`src/rtl/uart_lb_pkg.sv`:
```
package uart_lb_pkg;
  localparam int CTL_W     = 16;
  localparam int LBE_BIT   = 7;
  localparam int DTR_BIT   = 10;
  localparam int RTS_BIT   = 11;
  localparam int OUT1_BIT  = 12;
  localparam int OUT2_BIT  = 13;
  localparam int LINES     = 4;

  // Flag vector order: [3] RI, [2] DCD, [1] DSR, [0] CTS
  typedef struct packed {
    logic ri;
    logic dcd;
    logic dsr;
    logic cts;
  } mdm_lines_t;

  function automatic mdm_lines_t cross_map(input logic [CTL_W-1:0] w);
    mdm_lines_t m;
    m.ri  = w[OUT2_BIT];
    m.dcd = w[OUT1_BIT];
    m.dsr = w[DTR_BIT];
    m.cts = w[RTS_BIT];
    return m;
  endfunction
endpackage

```
`src/rtl/ulb_ctl_capture.sv`:
```
module ulb_ctl_capture
  import uart_lb_pkg::*;
(
  input  logic                 clk,
  input  logic                 rst_n,
  input  logic                 ctl_wr_en,
  input  logic [CTL_W-1:0]     ctl_wr_data,
  output logic                 lbe_act,
  output logic [LINES-1:0]     loop_flags,
  output logic                 irq_wr,
  output logic [LINES-1:0]     irq_bits
);
  mdm_lines_t next_lines;
  logic       new_lbe;
  logic       ctl_unused;

  assign next_lines = cross_map(ctl_wr_data);
  assign new_lbe    = ctl_wr_data[LBE_BIT];
  assign ctl_unused = ^{ctl_wr_data[CTL_W-1:OUT2_BIT+1], ctl_wr_data[DTR_BIT-1:LBE_BIT+1],
                        ctl_wr_data[LBE_BIT-1:0]};

  always_ff @(posedge clk or negedge rst_n) begin
    if (!rst_n) begin
      lbe_act    <= 1'b0;
      loop_flags <= '0;
      irq_wr     <= 1'b0;
      irq_bits   <= '0;
    end else begin
      irq_wr <= ctl_wr_en && new_lbe;
      if (ctl_wr_en) begin
        lbe_act <= new_lbe;
        if (new_lbe) begin
          loop_flags <= next_lines;
          irq_bits   <= next_lines;
        end
      end
    end
  end
endmodule

```
`src/rtl/ulb_break_track.sv`:
```
module ulb_break_track (
  input  logic clk,
  input  logic rst_n,
  input  logic lbe_act,
  input  logic lcr_break,
  input  logic taken,
  output logic brk_pend
);
  logic brk_prev;
  logic brk_rise;

  assign brk_rise = lcr_break && !brk_prev && lbe_act;

  always_ff @(posedge clk or negedge rst_n) begin
    if (!rst_n) begin
      brk_prev <= 1'b0;
      brk_pend <= 1'b0;
    end else begin
      brk_prev <= lcr_break;
      if (!lbe_act)      brk_pend <= 1'b0;
      else if (brk_rise) brk_pend <= 1'b1;
      else if (taken)    brk_pend <= 1'b0;
    end
  end
endmodule

```
`src/rtl/ulb_push_arb.sv`:
```
module ulb_push_arb #(
  parameter int DATA_W  = 8,
  parameter int PUSH_W  = 12,
  parameter int BRK_BIT = 10
) (
  input  logic              lbe_act,
  input  logic              brk_pend,
  input  logic              data_wr_valid,
  input  logic [DATA_W-1:0] data_wr_data,
  output logic              data_wr_ready,
  input  logic              ext_rx_valid,
  input  logic [DATA_W-1:0] ext_rx_data,
  output logic              ext_rx_ready,
  output logic              rxq_valid,
  output logic [PUSH_W-1:0] rxq_data,
  input  logic              rxq_ready,
  output logic              brk_taken
);
  localparam logic [PUSH_W-1:0] BRK_WORD = {{(PUSH_W-1){1'b0}}, 1'b1} << BRK_BIT;
  localparam int PAD_W = PUSH_W - DATA_W;

  always_comb begin
    brk_taken = 1'b0;
    if (lbe_act) begin
      ext_rx_ready = 1'b1;
      if (brk_pend) begin
        rxq_valid     = 1'b1;
        rxq_data      = BRK_WORD;
        data_wr_ready = 1'b0;
        brk_taken     = rxq_ready;
      end else begin
        rxq_valid     = data_wr_valid;
        rxq_data      = {{PAD_W{1'b0}}, data_wr_data};
        data_wr_ready = rxq_ready;
      end
    end else begin
      data_wr_ready = 1'b1;
      rxq_valid     = ext_rx_valid;
      rxq_data      = {{PAD_W{1'b0}}, ext_rx_data};
      ext_rx_ready  = rxq_ready;
    end
  end
endmodule

```
`src/rtl/uart_loopback_path.sv`:
```
module uart_loopback_path
  import uart_lb_pkg::*;
#(
  parameter int DATA_W  = 8,
  parameter int PUSH_W  = 12,
  parameter int BRK_BIT = 10
) (
  input  logic              clk,
  input  logic              rst_n,
  input  logic              ctl_wr_en,
  input  logic [15:0]       ctl_wr_data,
  input  logic              lcr_break,
  input  logic [3:0]        mdm_pins,
  input  logic              data_wr_valid,
  input  logic [DATA_W-1:0] data_wr_data,
  output logic              data_wr_ready,
  input  logic              ext_rx_valid,
  input  logic [DATA_W-1:0] ext_rx_data,
  output logic              ext_rx_ready,
  output logic [3:0]        mdm_flags,
  output logic              ms_irq_wr,
  output logic [3:0]        ms_irq_bits,
  output logic              rxq_valid,
  output logic [PUSH_W-1:0] rxq_data,
  input  logic              rxq_ready
);
  logic             lbe_act;
  logic [LINES-1:0] loop_flags;
  logic             brk_pend;
  logic             brk_taken;

  ulb_ctl_capture u_ctl (
    .clk        (clk),
    .rst_n      (rst_n),
    .ctl_wr_en  (ctl_wr_en),
    .ctl_wr_data(ctl_wr_data),
    .lbe_act    (lbe_act),
    .loop_flags (loop_flags),
    .irq_wr     (ms_irq_wr),
    .irq_bits   (ms_irq_bits)
  );

  ulb_break_track u_brk (
    .clk      (clk),
    .rst_n    (rst_n),
    .lbe_act  (lbe_act),
    .lcr_break(lcr_break),
    .taken    (brk_taken),
    .brk_pend (brk_pend)
  );

  ulb_push_arb #(.DATA_W(DATA_W), .PUSH_W(PUSH_W), .BRK_BIT(BRK_BIT)) u_arb (
    .lbe_act      (lbe_act),
    .brk_pend     (brk_pend),
    .data_wr_valid(data_wr_valid),
    .data_wr_data (data_wr_data),
    .data_wr_ready(data_wr_ready),
    .ext_rx_valid (ext_rx_valid),
    .ext_rx_data  (ext_rx_data),
    .ext_rx_ready (ext_rx_ready),
    .rxq_valid    (rxq_valid),
    .rxq_data     (rxq_data),
    .rxq_ready    (rxq_ready),
    .brk_taken    (brk_taken)
  );

  assign mdm_flags = lbe_act ? loop_flags : mdm_pins;
endmodule

```
`config.mk`:
```
export PLATFORM = sky130hd
export DESIGN_NAME = uart_loopback_path
export DESIGN_NICKNAME = d
export VERILOG_FILES = /design/src/rtl/uart_lb_pkg.sv /design/src/rtl/ulb_ctl_capture.sv /design/src/rtl/ulb_break_track.sv /design/src/rtl/ulb_push_arb.sv /design/src/rtl/uart_loopback_path.sv
export SDC_FILE = /design/constraint.sdc
export NUM_CORES = 1
export LEC_CHECK = 0
export ABC_CLOCK_PERIOD_IN_PS = 1300
export BUFFER_PORTS_ARGS = -buffer_cell sky130_fd_sc_hd__buf_2
export CAP_MARGIN = 20
export CORE_UTILIZATION = 28
export DETAILED_ROUTE_END_ITERATION = 10
export GPL_ROUTABILITY_DRIVEN = 0
export PLACE_DENSITY = 0.74
export SYNTH_ARGS = -nofsm -noshare
export SYNTH_HDL_FRONTEND = slang
export SYNTH_HIERARCHICAL = 1
export SYNTH_SLANG_ARGS = --single-unit
export TNS_END_PERCENT = 1
```
`constraint.sdc`:
```
create_clock -name clk -period 1.3 [get_ports clk]
set_clock_uncertainty 0.15 [all_clocks]
set_input_delay 0.26 -clock clk [delete_from_list [all_inputs] [get_ports clk]]
set_output_delay 0.26 -clock clk [all_outputs]
set_load 0.01 [all_outputs]
```
; ---- After elaboration in Yosys (flattened, before gate mapping)
; Cells that the tools add are included.
; Widths: inputs -> output; s select.
[totals]
word_cells = 24
output_inout_bits = 24
in_bits = 43
reg_bits = 8
[op_classes]
mux = 13
reduce_logical = 5
n_eq_ne = 1
[ops]
columns = cell, n
row1 = $mux 11, 2
row2 = $mux 1, 10
row3 = $mux 4, 1
row4 = $logic_and 1x1->1, 3
row5 = $ne 3x2->1 const B, 1
row6 = $reduce_and 2->1, 1
row7 = $logic_not 1->1, 1

; ---- Depth between registers and ports, before layout
[logic_depth]
word_depth = 5
depth_mapped = 3
ltp_nobuf = 3

; ---- By module
; The synthesis kept the hierarchy.
[by_module_without_submodules]
columns = module, area_each_um2, n_inst, cells_per_inst, seq_area_each_um2
row1 = ulb_ctl_capture, 259.0, 1, 18, 150.1
row2 = ulb_push_arb, 168.9, 1, 24, 0.0
row3 = ulb_break_track, 73.8, 1, 5, 50.0
row4 = uart_loopback_path, 45.0, 1, 4, 0.0

; ---- Worst setup path after synthesis
; Ideal clock, no wire load.
[synth_path]
path_kind = register to output
from = register u_ctl.lbe_act
to = output port rxq_valid
n_path_buf = 1
setup_slack_ns = -0.096
required_time_ns = 0.890
arrival_ns = 0.986
path_stages_with_launch = 4
path_cell_list = dfrtp_1 > nor2b_4 > buf_6 > a21oi_1
[synth_via]
elab_chain_cells = 1
[synth_lines]
columns = item, line
row1 = start: declaration, ulb_ctl_capture.sv:8  ; output logic lbe_act,
row2 = start signal: assignment, ulb_ctl_capture.sv:31  ; lbe_act <= new_lbe;
row3 = $mux 1, ulb_push_arb.sv:24  ; if (lbe_act) begin
row4 = end: declaration, uart_loopback_path.sv:23  ; output logic rxq_valid,
; No other way between the ends.

; ---- Final worst setup path
[layout_path]
from = register u_ctl.lbe_act
to = output port rxq_data[4]
[layout_via]
elab_chain_cells = 1
[layout_lines]
columns = item, line
row1 = $mux 11, ulb_push_arb.sv:24
row2 = end: declaration, uart_loopback_path.sv:24  ; output logic [PUSH_W-1:0] rxq_data,
; No other way between the ends.

==> out/results.tsv <==
stage	metric	value	unit
yosys	most frequent cell after synthesis	dfrtp_1	
global_route	first-pass GRT wire length	2014	µm
critical_path	Crit. End Element	primary output	
yosys	Most used DFF post-synth	dfrtp_1	
yosys	synth top area cells	dfrtp_1 (37%), a22o_1 (11%), mux2_4 (11%)	
critical_path	CP max stage cell	dfrtp_2	
cts	TritonCTS Buffers	3	
floorplan	Die Ht	46.19	µm
global_route	vias in the first global route	507	
sta	Tmin final	1.684	ns
cts	Clock Sinks	8	
drt	routed via count	593	
run_status	violated checks	negative setup slack	
floorplan	die footprint	0.002134	mm²
critical_path	worst-case reg-to-reg path depth	5	
yosys	Mean Syn Cell Area	10.72	µm²
critical_path	CP required	0.89	ns
cells_and_area	Layout Utilization	51.58	%
cts	Clk Latency, worst-skew pair	0.25	ns
pwr	Power Total	0.8616	mW
sta	setup ws final	-0.3838	ns
drt	first-pass iteration count of the detailed router	2	
pwr	maximum VDD drop	0.5569	mV
critical_path	Crit Path Class	register to primary output	
pwr	Power Density	936.9	mW/mm²
run_status	status	finished, violations left	
critical_path	Max stage delay on crit path	0.40	ns
global_route	GRT overflow	0	
cells_and_area	layout cell share with drive strength beyond 1	72.22	%
yosys	FFs w/ async S/R, synth	100.0	%
cts	CTS tree	done	
critical_path	worst r2r src	u_ctl/lbe_act	
critical_path	CP delay by family, top	flip-flops	
sta	Final setup viols	16	
sta	Final Hold Fails	0	
pwr	P_leak	0.5156	nW
sta	Slew Viols, Final	0	
sta	period utilization	129.5	%
yosys	Synth top area share	36.61	%
yosys	register area share after synthesis	36.61	%
cts	CTS Buffer Depth	2	
floorplan	die span in x	46.19	µm
floorplan	row cnt	15	
yosys	yosys warns	6	
critical_path	worst flop-to-flop path endpoint	u_brk/brk_pend	
floorplan	core box area	0.001783	mm²
sta	FMAX	593.9	MHz
drt	remaining antenna violation count	0	
yosys	number of synthesized flops with an enable pin	0	
cts	clock root cell	clkbuf_4	
yosys	post-synthesis register bit count	8	
hold_path	Worst Hold Class	input pin to register	
placed_design	I/O Buffers	52	
floorplan	I/O pins	67	
critical_path	crit path max fanout	8	
yosys	synthesized cell area	546.8	µm²
hold_path	Hold EP	u_ctl/lbe_act	
critical_path	crit path DAT	1.27	ns
drt	DRC	0	
critical_path	crit path cell chain	buf_6 > nor2b_4 > a22o_1 > buf_2	
cells_and_area	Diodes inserted	0	
hold_path	Hold Path Stages	2	
sta	unrepaired setup endpoints after global routing	true	
job	max cap viols	0	
placed_design	hpwl dp	1099	µm
placed_design	dpl ws	-0.1773	ns
global_route	Overall Global Routing Usage	14.12	%
global_route	largest net degree at the start of global routing	10	
critical_path	reg-to-reg slack, setup	0.01	ns
drt	Post-Route WL	1492	µm
critical_path	Critical Path Start Type	register	
cells_and_area	nets	152	
yosys	Post-Synthesis Cells	51	
global_route	initial antenna violation count	0	
yosys	most instantiated cells after synthesis	dfrtp_1 (8), a22o_1 (7), buf_4 (7)	
floorplan	Initial Util	30.67	%
cts	H-tree Lvls	1	
cells_and_area	Filler Cell Count	180	
cts	clock-pin slew on the worst setup and hold paths	0.06	ns
yosys	leading area contributor after synthesis	dfrtp_1	
hold_path	hold path start	ctl_wr_en	
drt	iteration-0 DRC count of the detailed router	1	
critical_path	Buf/Inv on CP	2	
cells_and_area	Syn-to-layout area delta	68.19	%
drt	wire per inst	11.22	µm
yosys	post-synth cell types	20	
drt	Vias/cell	4.459	
==> power by group <==
| part | internal [mW] | total, mW | switching, mW |
|---|---|---|---|
| logic | 0.202 | 0.357 | 0.155 |
| registers | 0.276 | 0.296 | 0.0200 |
| clock network | 0.118 | 0.208 | 0.0905 |
==> final cells by class <==
| cell class | count | area [µm²] | share of cell area [%] |
|---|---|---|---|
| clock buffer | 4 | 26.28 | 2.857 |
| inverter | 5 | 23.77 | 2.585 |
| multi-input combinational | 32 | 290.3 | 31.56 |
| sequential | 8 | 201.4 | 21.90 |
| tap | 25 | 31.28 | 3.401 |
| timing repair buffer | 59 | 346.6 | 37.69 |
==> sequential cells by signal (all words and copies together), names as in the netlist <==
register,count
u_brk/brk_pend,1
u_ctl/irq_bits,4
u_ctl/irq_wr,1
u_ctl/lbe_act,1
u_brk/brk_prev,1
==> worst reg2reg max path: cells and delay by family, from the launching register on <==
kind / cells / cell delay (ns)
AOI/OAI and AO/OA: 1 / 0.10
buffers and inverters: 2 / 0.27
DFF: 1 / 0.40
and+or+nand+nor: 2 / 0.29
==> layout by cell type (no fill, tap or decap), types with 2 or more instances in the layout <==
cell           Yosys  layout
conb_1             1       3
nand2_1            2       2
dfrtp_1            8       7
buf_6              1       5
dlygate4sd3_1      0       2
buf_4              7       4
a22o_1             7       7
mux2_4             4       4
buf_2              0      48
mux2_2             4       4
clkbuf_4           0       3
inv_1              4       4
==> per-layer routing <==
| metal | wire length (µm) | track usage [%] | vias to the layer above |
|---|---|---|---|
| met5 | 0 | 0 | - |
| met4 | 8 | 7.059 | 0 |
| met3 | 141 | 3.529 | 2 |
| met2 | 819 | 29.58 | 40 |
| met1 | 523 | 11.51 | 266 |
| li1 | - | - | 285 |
==> worst max-delay path by stage <==
stage	from	slack, ns	cells after the start	to
floorplan	u_ctl/lbe_act	-0.04	3	rxq_data[0]
global placement	u_ctl/lbe_act	-0.17	3	rxq_data[4]
detailed placement	u_ctl/lbe_act	-0.18	3	rxq_data[4]
CTS	u_ctl/lbe_act	-0.37	4	rxq_data[4]
global route	u_ctl/lbe_act	-0.44	4	rxq_data[4]
finish	u_ctl/lbe_act	-0.38	4	rxq_data[4]
==> kinds of logic (layout without fill, tap and decap cells) <==
family | after synthesis | after routing | synth area share (%)
AND/OR/NAND/NOR | 9 | 9 | 10.76
multiplexers | 8 | 8 | 19.22
buffers and inverters | 13 | 68 | 15.10
other | 1 | 3 | 0.6858
AO/OA/AOI/OAI | 12 | 12 | 17.62
flip-flops | 8 | 8 | 36.61
==> per-stage QoR <==
stage          instances  hold slack, ns  instance area [µm²]  setup TNS, ns
2_1_floorplan         53         -0.1856                559.3        -0.2680
3_3_place_gp         123        -0.04201                794.5         -1.594
3_5_place_dp         123        -0.03873                794.5         -1.680
4_1_cts              133         0.06503                913.4         -5.133
5_1_grt              133         0.06474                919.6         -6.104
6_report             133         0.07560                919.6         -5.026
==> timing repair <==
item	4_1_cts	5_1_grt
setup endpoints to repair	16	17
pin swaps	3	3
hold endpoints to repair	9	0
resized for setup	12	1
buffers inserted	4	0
hold buffers	2	0
Power figures use the tool's default switching activity.
